**src/rtl/burst_seq_pkg.sv**
```systemverilog
// Package: shared types and field decoders for the burst column sequencer.
// Assumes a 13-bit mode-register image whose bit order matches the address bus.
package burst_seq_pkg;

    localparam int OFF_W = 3;   // widest burst (8 beats) spans 3 column bits

    typedef enum logic {
        BT_SEQ = 1'b0,
        BT_INT = 1'b1
    } burst_type_e;

    // Field layout follows the address bus: [12:7] mode, [6:4] latency, [3] type, [2:0] length
    typedef struct packed {
        logic [5:0]  op_code;
        logic [2:0]  cl_code;
        burst_type_e bt;
        logic [2:0]  bl_code;
    } mode_fields_t;

    localparam mode_fields_t MODE_RESET = '{
        op_code: 6'b000000,
        cl_code: 3'b010,
        bt:      BT_SEQ,
        bl_code: 3'b001
    };

    localparam logic [5:0] OP_NORMAL  = 6'b000000;
    localparam logic [5:0] OP_DLL_RST = 6'b000010;

    // Low-bit mask of the burst block; zero marks a reserved length code
    function automatic logic [OFF_W-1:0] bl_mask(input logic [2:0] code);
        case (code)
            3'b001:  return 3'b001;
            3'b010:  return 3'b011;
            3'b011:  return 3'b111;
            default: return 3'b000;
        endcase
    endfunction

    // CAS latency in half clocks; zero marks a reserved latency code
    function automatic logic [2:0] cl_half(input logic [2:0] code);
        case (code)
            3'b010:  return 3'd4;
            3'b110:  return 3'd5;
            default: return 3'd0;
        endcase
    endfunction

endpackage

```
**src/rtl/mode_reg_dec.sv**
```systemverilog
// mode_reg_dec: holds the base mode register and decodes its fields.
// Assumes load-mode commands are single-cycle strobes; only bank select 0 targets this register.
module mode_reg_dec
    import burst_seq_pkg::*;
#(
    parameter int BA_W  = 2,
    parameter int LAT_W = 4
) (
    input  logic                clk,
    input  logic                rst_n,
    input  logic                lmr_valid,
    input  logic [BA_W-1:0]     lmr_ba,
    input  logic [12:0]         lmr_addr,
    input  logic                reg_mode,
    output mode_fields_t        mode_q,
    output logic [OFF_W-1:0]    len_mask,
    output logic                bl_rsv,
    output logic [LAT_W-1:0]    rd_lat_half,
    output logic                cfg_reserved,
    output logic                dll_reset
);

    mode_fields_t     load_val;
    logic             base_load;
    logic [2:0]       lat_base;
    logic             cl_rsv;
    logic             op_rsv;

    assign load_val  = mode_fields_t'(lmr_addr);
    assign base_load = lmr_valid && (lmr_ba == '0);

    // Capture the register image and the one-cycle DLL reset pulse
    always_ff @(posedge clk) begin
        if (!rst_n) begin
            mode_q    <= MODE_RESET;
            dll_reset <= 1'b0;
        end else begin
            dll_reset <= base_load && (load_val.op_code == OP_DLL_RST);
            if (base_load) begin
                mode_q <= load_val;
            end
        end
    end

    // Decode the stored fields into length mask, latency and reserved flags
    always_comb begin
        len_mask     = bl_mask(mode_q.bl_code);
        bl_rsv       = (len_mask == '0);
        lat_base     = cl_half(mode_q.cl_code);
        cl_rsv       = (lat_base == 3'd0);
        op_rsv       = (mode_q.op_code != OP_NORMAL) && (mode_q.op_code != OP_DLL_RST);
        cfg_reserved = bl_rsv || cl_rsv || op_rsv;
        if (cl_rsv) begin
            rd_lat_half = '0;
        end else begin
            rd_lat_half = LAT_W'(lat_base) + (reg_mode ? LAT_W'(2) : LAT_W'(0));
        end
    end

endmodule

```
**src/rtl/beat_order_gen.sv**
```systemverilog
// beat_order_gen: accepts a burst request and issues one column address per clock.
// Assumes len_mask is 1, 3 or 7 when bl_rsv is low; length and type are frozen at acceptance.
module beat_order_gen
    import burst_seq_pkg::*;
#(
    parameter int COL_W = 10
) (
    input  logic                clk,
    input  logic                rst_n,
    input  logic                req_valid,
    input  logic [COL_W-1:0]    req_col,
    input  logic [OFF_W-1:0]    len_mask,
    input  burst_type_e         bt_cfg,
    input  logic                bl_rsv,
    output logic                req_ready,
    output logic                beat_valid,
    output logic [COL_W-1:0]    beat_col,
    output logic                beat_first,
    output logic                beat_last,
    output logic                req_err
);

    logic               busy;
    logic [OFF_W-1:0]   idx;
    logic [OFF_W-1:0]   mask_q;
    burst_type_e        bt_q;
    logic [COL_W-1:0]   start_q;
    logic               accept;
    logic [OFF_W-1:0]   off_seq;
    logic [OFF_W-1:0]   off_int;
    logic [OFF_W-1:0]   off_sel;
    logic [OFF_W-1:0]   start_lo;

    assign accept    = req_valid && !busy;
    assign req_ready = !busy;

    // Burst state: latch the request, step the beat index, flag rejections
    always_ff @(posedge clk) begin
        if (!rst_n) begin
            busy    <= 1'b0;
            idx     <= '0;
            mask_q  <= '0;
            bt_q    <= BT_SEQ;
            start_q <= '0;
            req_err <= 1'b0;
        end else begin
            req_err <= accept && bl_rsv;
            if (accept && !bl_rsv) begin
                busy    <= 1'b1;
                idx     <= '0;
                mask_q  <= len_mask;
                bt_q    <= bt_cfg;
                start_q <= req_col;
            end else if (busy) begin
                if (idx == mask_q) begin
                    busy <= 1'b0;
                end else begin
                    idx <= idx + 1'b1;
                end
            end
        end
    end

    // Form the beat address: sequential wrap or interleaved XOR inside the burst block
    always_comb begin
        start_lo   = start_q[OFF_W-1:0];
        off_seq    = start_lo + idx;
        off_int    = start_lo ^ idx;
        off_sel    = (bt_q == BT_INT) ? off_int : off_seq;
        beat_col   = {start_q[COL_W-1:OFF_W], (start_lo & ~mask_q) | (off_sel & mask_q)};
        beat_valid = busy;
        beat_first = busy && (idx == '0);
        beat_last  = busy && (idx == mask_q);
    end

endmodule

```
**src/rtl/burst_col_seq.sv**
```systemverilog
// burst_col_seq: top of the DDR burst column sequencer.
// Tracks the base mode register and orders column addresses of each burst.
// Assumes COL_W is larger than the 3 bits that an 8-beat burst spans.
module burst_col_seq
    import burst_seq_pkg::*;
#(
    parameter int COL_W = 10,
    parameter int LAT_W = 4
) (
    input  logic                clk,
    input  logic                rst_n,
    input  logic                lmr_valid,
    input  logic [1:0]          lmr_ba,
    input  logic [12:0]         lmr_addr,
    input  logic                reg_mode,
    input  logic                req_valid,
    output logic                req_ready,
    input  logic [COL_W-1:0]    req_col,
    output logic                beat_valid,
    output logic [COL_W-1:0]    beat_col,
    output logic                beat_first,
    output logic                beat_last,
    output logic                req_err,
    output logic [LAT_W-1:0]    rd_lat_half,
    output logic                cfg_reserved,
    output logic                dll_reset
);

    mode_fields_t       mode_q;
    logic [OFF_W-1:0]   len_mask;
    logic               bl_rsv;

    mode_reg_dec #(
        .BA_W  (2),
        .LAT_W (LAT_W)
    ) u_mode (
        .clk          (clk),
        .rst_n        (rst_n),
        .lmr_valid    (lmr_valid),
        .lmr_ba       (lmr_ba),
        .lmr_addr     (lmr_addr),
        .reg_mode     (reg_mode),
        .mode_q       (mode_q),
        .len_mask     (len_mask),
        .bl_rsv       (bl_rsv),
        .rd_lat_half  (rd_lat_half),
        .cfg_reserved (cfg_reserved),
        .dll_reset    (dll_reset)
    );

    beat_order_gen #(
        .COL_W (COL_W)
    ) u_beats (
        .clk        (clk),
        .rst_n      (rst_n),
        .req_valid  (req_valid),
        .req_col    (req_col),
        .len_mask   (len_mask),
        .bt_cfg     (mode_q.bt),
        .bl_rsv     (bl_rsv),
        .req_ready  (req_ready),
        .beat_valid (beat_valid),
        .beat_col   (beat_col),
        .beat_first (beat_first),
        .beat_last  (beat_last),
        .req_err    (req_err)
    );

endmodule

```
**config.mk**
```make
export PLATFORM = sky130hd
export DESIGN_NAME = burst_col_seq
export DESIGN_NICKNAME = d
export VERILOG_FILES = /design/src/rtl/burst_seq_pkg.sv /design/src/rtl/mode_reg_dec.sv /design/src/rtl/beat_order_gen.sv /design/src/rtl/burst_col_seq.sv
export SDC_FILE = /design/constraint.sdc
export NUM_CORES = 1
export LEC_CHECK = 0
export ABC_AREA = 1
export CORE_AREA = 4 4 87 48
export DETAILED_ROUTE_END_ITERATION = 8
export DIE_AREA = 0 0 91 52
export PLACE_DENSITY_LB_ADDON = 0.3
export SLEW_MARGIN = 20
export SYNTH_ARGS = -nofsm -noshare
export SYNTH_HDL_FRONTEND = slang
export SYNTH_SLANG_ARGS = --single-unit
```
**constraint.sdc**
```tcl
create_clock -name clk -period 1.6 [get_ports clk]
set_input_delay 0.16 -clock clk [delete_from_list [all_inputs] [get_ports clk]]
set_output_delay 0.16 -clock clk [all_outputs]
set_load 0.1 [all_outputs]
```
==> impl_metrics.json, run 1 <==
{
  "port_buffers": 49,
  "endpoint_kind": "output pin",
  "power_w": 0.00241,
  "h-tree-depth": 2,
  "grt_pass1_vias": 1210,
  "drtIter0Drc": 55,
  "clock_skew_ns": 0.000946,
  "fp.dieH_um": 52,
  "grt_usage_pct": 14.5,
  "violations": "setup timing",
  "finish.instance_area_um2": 2440,
  "grt_overflow": 0,
  "drv_cap": 0,
  "drc_errors": 0,
  "yosysUniqueCellTypes": 34,
  "via_per_inst": 4.76,
  "drv_slew": 0,
  "placed_cell_area_um2": 2310,
  "setup_tns_ns": -0.619,
  "required_ns": 1.44,
  "cts_buffers": 5,
  "clock-sinks": 32,
  "outcome": "finished, violations left",
  "crit_path_max_fanout": 2,
  "slowest_stage": "dfxtp_2",
  "routed_wl_mm": 3.30,
  "syn-cell-area_um2": 1490,
  "syn_avg_cell_area_um2": 7.90,
  "synth_fa_ha_area_share_pct": 4.69,
  "postSynth.asyncResetShare_pct": 0,
  "power_density_nw_per_um2": 988,
  "setup_violations": 2,
  "clock_path_buffers": 2,
  "cts_tree": "yes",
  "synth_nets": 224,
  "synth-xor-area-share_pct": 1.76,
  "leakagePower_nw": 1.01,
  "drive_gt1_share_pct": 31.1,
  "start_kind": "register",
  "core-area_um2": 3380,
  "rsz0062_at_grt": "yes",
  "vias": 1347,
  "slowest_delay_ns": 0.35,
  "die-area_um2": 4730,
  "nNetsFinal": 275,
  "yosysWarningCount": 0,
  "fp.dieW_um": 91,
  "min_period_ns": 1.92,
  "arrival_ns": 1.76,
  "grt_antenna_before_repair": 0,
  "synth_compound_area_share_pct": 15.4,
  "pin_count": 51,
  "synth_top_flop_cell": "dfxtp_1",
  "wl_per_cell_um": 11.7,
  "r2r_cells": 9,
  "drtAntennaViolNets": 0,
  "clk_pin_slew_worst_paths_ns": 0.06,
  "syn_inst": 189,
  "ir_worst_vdd_mv": 0.522,
  "grt_max_degree": 27,
  "cts_root_buf": "clkbuf_8",
  "layout_worst_path_cycle_share_pct": 120,
  "hold_violations": 0,
  "rows": 15,
  "hold_class": "input pin to register",
  "grt_pass1_wl_mm": 5.24,
  "initial_utilization_pct": 44.2,
  "hpwl_mm": 2.56,
  "place_inst": 272,
  "hold_depth": 3,
  "final_cell_count_no_fill": 283,
  "synthSimpleGateAreaFrac_pct": 20.8,
  "critical_path_class": "register to output pin",
  "firstDrtPassIters": 4,
  "n_antenna_cell": 0,
  "synth_edf_count": 0,
  "postLayoutSetupSlackWorst_ns": -0.324,
  "areaGrowthSynthToFinish_pct": 63.6,
  "synth.area.mux_share_pct": 0,
  "synth_top_family_by_area": "simple AND/OR/NAND/NOR gates",
  "seq_area_frac_synth_pct": 42.9,
  "crit_chain": "ha_4 > inv_2 > fa_2 > nor2_4 > a21oi_2 > o21ai_2 > xnor2_4 > buf_12",
  "place.gp.congestion": 0.769,
  "fmax_ghz": 0.520,
  "clkLatencyLatePin_ns": 0.28,
  "nFillCells": 261,
  "yosys_register_bits": 32
}
## state kept, by name, summed over array words and instances (netlist names)
| signal | cells |
|---|---|
| u_mode.mode_q | 12 |
| u_beats.start_q | 10 |
| u_beats.idx | 3 |
| u_beats.mask_q | 3 |
| u_beats.beat_valid | 1 |
| u_beats.bt_q | 1 |
| u_beats.req_err | 1 |
| u_mode.dll_reset | 1 |
## placed cells by master, fill, tap and decap left out, types with 2 or more instances in the layout
cell	instances
nor2_1	29
dfxtp_2	4
nand4_1	2
buf_12	21
ha_1	3
buf_4	9
dfxtp_1	27
inv_2	5
a21oi_1	11
nand3_4	2
clkbuf_8	5
clkdlybuf4s50_1	29
nand2_1	16
o21ai_0	14
o211ai_1	2
o21ai_2	5
o21ai_1	3
inv_1	16
nor2_4	7
nand3_1	3
a21oi_2	2
clkbuf_1	2
nand2_2	2
## layer usage
metal  vias up  global-route usage (%)  wire (µm)
met1       610                    15.6       1370
met2        34                    26.3       1710
met5         -                       0          0
met3         5                    4.48        173
met4         0                    7.50         48
li1        698                       -          -
## cell usage after synthesis, drive strengths merged (2+ instances only)
cell | n | share of area (%)
dfxtp | 32 | 43
ha | 4 | 3.4
a21oi | 13 | 4.4
nand4 | 2 | 0.84
xnor2 | 2 | 1.2
buf | 14 | 7.9
nand2 | 19 | 5.6
nor3 | 2 | 0.67
nor2 | 37 | 10
o21ai | 23 | 8.5
o211ai | 2 | 1.0
inv | 23 | 5.8
nor4 | 2 | 1.3
nand3 | 5 | 2.0
## area by class of cell
cell class                 instances  area [µm²]  share of cell area (%)
sequential                        32         649                    26.6
timing repair buffer              59         778                    31.9
multi-input combinational        118         785                    32.1
inverter                          24        96.3                    3.94
clock inverter                     1        5.00                   0.205
clock buffer                       7        76.3                    3.13
tap                               42        52.6                    2.15
## worst paths after layout
path | from | end | slack [ns]
worst min-delay path | lmr_addr[8] | u_mode.dll_reset | 0.43
worst max-delay path | u_beats.idx[0] | beat_col[2] | -0.32
worst min register to register | u_mode.mode_q[3] | u_mode.mode_q[3] | 0.48
worst max register to register | u_beats.idx[0] | u_beats.idx[0] | 0.28
## per-stage QoR
step	hold slack, ns	setup WS, ns	util [%]
2_1_floorplan	0.231	-0.365	-
3_3_place_gp	0.458	-0.0686	68.3
3_5_place_dp	0.466	-0.0857	68.3
4_1_cts	0.421	-0.330	71.6
5_1_grt	0.428	-0.400	72.3
6_report	0.430	-0.324	72.3
## power by group
group	switching, W	internal, W
registers	0.0000537	0.000852
clock network	0.000278	0.000305
logic	0.000562	0.000363
## worst max-delay path, delay by kind of cell, from the launching register on
kind | cells | cell delay [ns]
xor+xnor | 1 | 0.15
compound gates | 2 | 0.18
flops | 1 | 0.35
simple gates | 1 | 0.11
fa+ha+maj | 2 | 0.47
buf+inv | 2 | 0.22
## kinds of logic (layout without fill, tap and decap cells)
| kind of cell | Yosys count | after routing |
|---|---|---|
| XOR/XNOR | 3 | 3 |
| buffers and inverters | 39 | 91 |
| AO/OA/AOI/OAI | 41 | 41 |
| AND/OR/NAND/NOR | 68 | 68 |
| flip-flops | 32 | 32 |
| other | 1 | 1 |
| adder cells (fa/ha/maj) | 5 | 5 |
## repair_timing
| item | 4_1_cts | 5_1_grt |
|---|---|---|
| pin swaps | 3 | 2 |
| buffers inserted | 0 | 3 |
| hold buffers | 0 | 0 |
| resized for setup | 8 | 0 |
| setup endpoints to repair | 3 | 3 |
(Power assumes the default switching activity.)
==> inputs of run 2 (changes only) <==
Settings changed: GPL_TIMING_DRIVEN from default to 0.
==> run 2 against run 1 <==
  * The run still ends with setup timing left
  * Setup slack got worse by 0.056 ns
  * First-iteration DRC count rose by 11%
  * Combinational power shrank 9.2%
  * Die area stayed put
  * Largest cell class unchanged
  * Wire length grew 8.2%
==> impl_metrics.json, run 2 (synthesis results as in run 1) <==
{
  "initial_utilization_pct": 44.2,
  "wl_met1_mm": 1.52,
  "ir_worst_vdd_mv": 0.503,
  "clock_skew_ns": 0.00310,
  "setup_violations": 2,
  "hold_violations": 0,
  "cpLargestDelayFamily": "adder cells",
  "largest_register_ffs": 12,
  "crit_path_max_fanout": 2,
  "arrival_ns": 1.82,
  "power_w": 0.00236,
  "cp_num_buf_inv": 2,
  "firstDrtPassIters": 4,
  "hold_depth": 3,
  "slowest_delay_ns": 0.44,
  "r2r_cells": 6,
  "violations": "setup timing",
  "final_common_cell": "nor2_1",
  "drtAntennaViolNets": 0,
  "fin_util_pct": 69.2,
  "cts_hold_buffers": 0,
  "leakagePower_nw": 0.981,
  "drc_errors": 0,
  "hold_slack_ns": 0.188,
  "power_density_nw_per_um2": 1010,
  "critical_path_class": "register to output pin",
  "nFillCells": 281,
  "fmax_ghz": 0.505,
  "pre_cts_slack_ns": -1.09,
  "min-delay-start": "rst_n",
  "grt_overflow": 0,
  "layout_worst_path_cycle_share_pct": 124,
  "drive_gt1_share_pct": 34.5,
  "regMostFlops": "u_mode.mode_q",
  "slew_headroom_pct": 63.3,
  "rrSetupSlack_ns": 0.34,
  "drtIter0Drc": 61,
  "rsz0062_at_grt": "yes",
  "grt_usage_pct": 15.5,
  "wl_per_cell_um": 12.3,
  "place.gp.congestion": 0.792,
  "tightest_slew_ns": 0.553,
  "crit_chain": "ha_4 > inv_2 > fa_2 > a21oi_2 > o21ai_2 > o21ai_4 > buf_12",
  "wl_met2_mm": 1.81,
  "grt_pass1_vias": 1319,
  "min_to": "u_mode.mode_q[6]",
  "via_per_inst": 4.73,
  "slowest_stage": "fa_2",
  "nNetsFinal": 283,
  "core-area_um2": 3380,
  "reg_top3": "u_mode.mode_q (12), u_beats.start_q (10)",
  "clock-sinks": 32,
  "grt_pass1_wl_mm": 5.75,
  "grt_max_degree": 11,
  "start_kind": "register",
  "port_buffers": 48,
  "r2r_end": "u_beats.idx[2]",
  "drv_cap": 0,
  "final_cell_mix": "nor2_1, clkdlybuf4s50_1, dfxtp_1",
  "fp.dieW_um": 91,
  "postLayoutSetupSlackWorst_ns": -0.379,
  "pin_count": 51,
  "cts_buffers": 5,
  "cts_root_buf": "clkbuf_8",
  "hpwl_mm": 2.60,
  "n_antenna_cell": 0,
  "topRoutingLayerUsed": "met4",
  "drv_slew": 0,
  "grt_antenna_before_repair": 0,
  "rows": 15,
  "setup_tns_ns": -0.737,
  "clkLatencyLatePin_ns": 0.28,
  "h-tree-depth": 2,
  "routed_wl_mm": 3.57,
  "clock_path_buffers": 2,
  "met3_length_um": 177,
  "timing.rr.start": "u_beats.idx[0]",
  "vias": 1375,
  "fp.dieH_um": 52,
  "outcome": "finished, violations left",
  "clk_pin_slew_worst_paths_ns": 0.06,
  "cts_tree": "yes",
  "areaGrowthSynthToFinish_pct": 56.6,
  "die-area_um2": 4730,
  "required_ns": 1.44,
  "endpoint_kind": "output pin",
  "min_period_ns": 1.98,
  "hold_class": "input pin to register"
}
## run 2: changes by cell type in the layout (fill, tap and decap cells not counted), moves of 4 or more
cell	previous run	this run
buf_4	9	13
buf_12	21	3
buf_6	0	5
buf_2	0	4
clkdlybuf4s15_2	0	11
## run 2: final cells by class
class / count / area (µm²) / area share [%]
multi-input cells: 118 / 787 / 33.7
flip-flops and latches: 32 / 652 / 27.9
repair buffers: 52 / 533 / 22.8
plain buffers: 15 / 121 / 5.19
inverters: 24 / 98.8 / 4.23
clock buffers: 6 / 82.6 / 3.53
well taps: 42 / 52.6 / 2.25
clock inverters: 2 / 10.0 / 0.428
## run 2: worst max-delay path by stage
stage | start | endpoint | slack, ns | cells after the start
6_report | u_beats.idx[0] | beat_col[1] | -0.38 | 7
5_1_grt | u_beats.start_q[0] | beat_col[2] | -0.44 | 8
4_1_cts | u_beats.idx[0] | beat_col[2] | -0.37 | 8
3_5_place_dp | u_beats.idx[1] | beat_col[2] | -1.09 | 7
3_3_place_gp | u_beats.idx[1] | beat_col[2] | -1.09 | 7
2_1_floorplan | u_beats.beat_valid | beat_last | -0.36 | 3
## run 2: per-stage QoR
step | instance area, µm² | cells
5_1_grt | 2340 | 291
2_1_floorplan | 1620 | 189
4_1_cts | 2290 | 289
3_3_place_gp | 2150 | 279
6_report | 2340 | 291
3_5_place_dp | 2150 | 279
## run 2: where the power goes
group	switching, W	internal [W]	total [W]
clock	0.000287	0.000342	0.000629
combinational	0.000568	0.000272	0.000840
sequential	0.0000364	0.000850	0.000886
## run 2: what timing repair did
item / 4_1_cts / 5_1_grt
endpoints found under the setup margin: 20 / 5
buffers inserted: 2 / 2
pin swaps: 2 / 4
gates resized for setup: 91 / 12
## run 2: routing by layer
metal / up-vias / global-route usage [%]
li1: 719 / -
met1: 610 / 17.2
met2: 36 / 27.9
met3: 10 / 3.76
met4: 0 / 8.50
met5: - / 0
## run 2: worst register-to-register path: stages, from the launching register on
cell     delay, ns
dfxtp_4       0.35
buf_4         0.14
buf_4         0.13
ha_1          0.19
xor2_1        0.13
nand3_1       0.10
a21oi_1       0.14
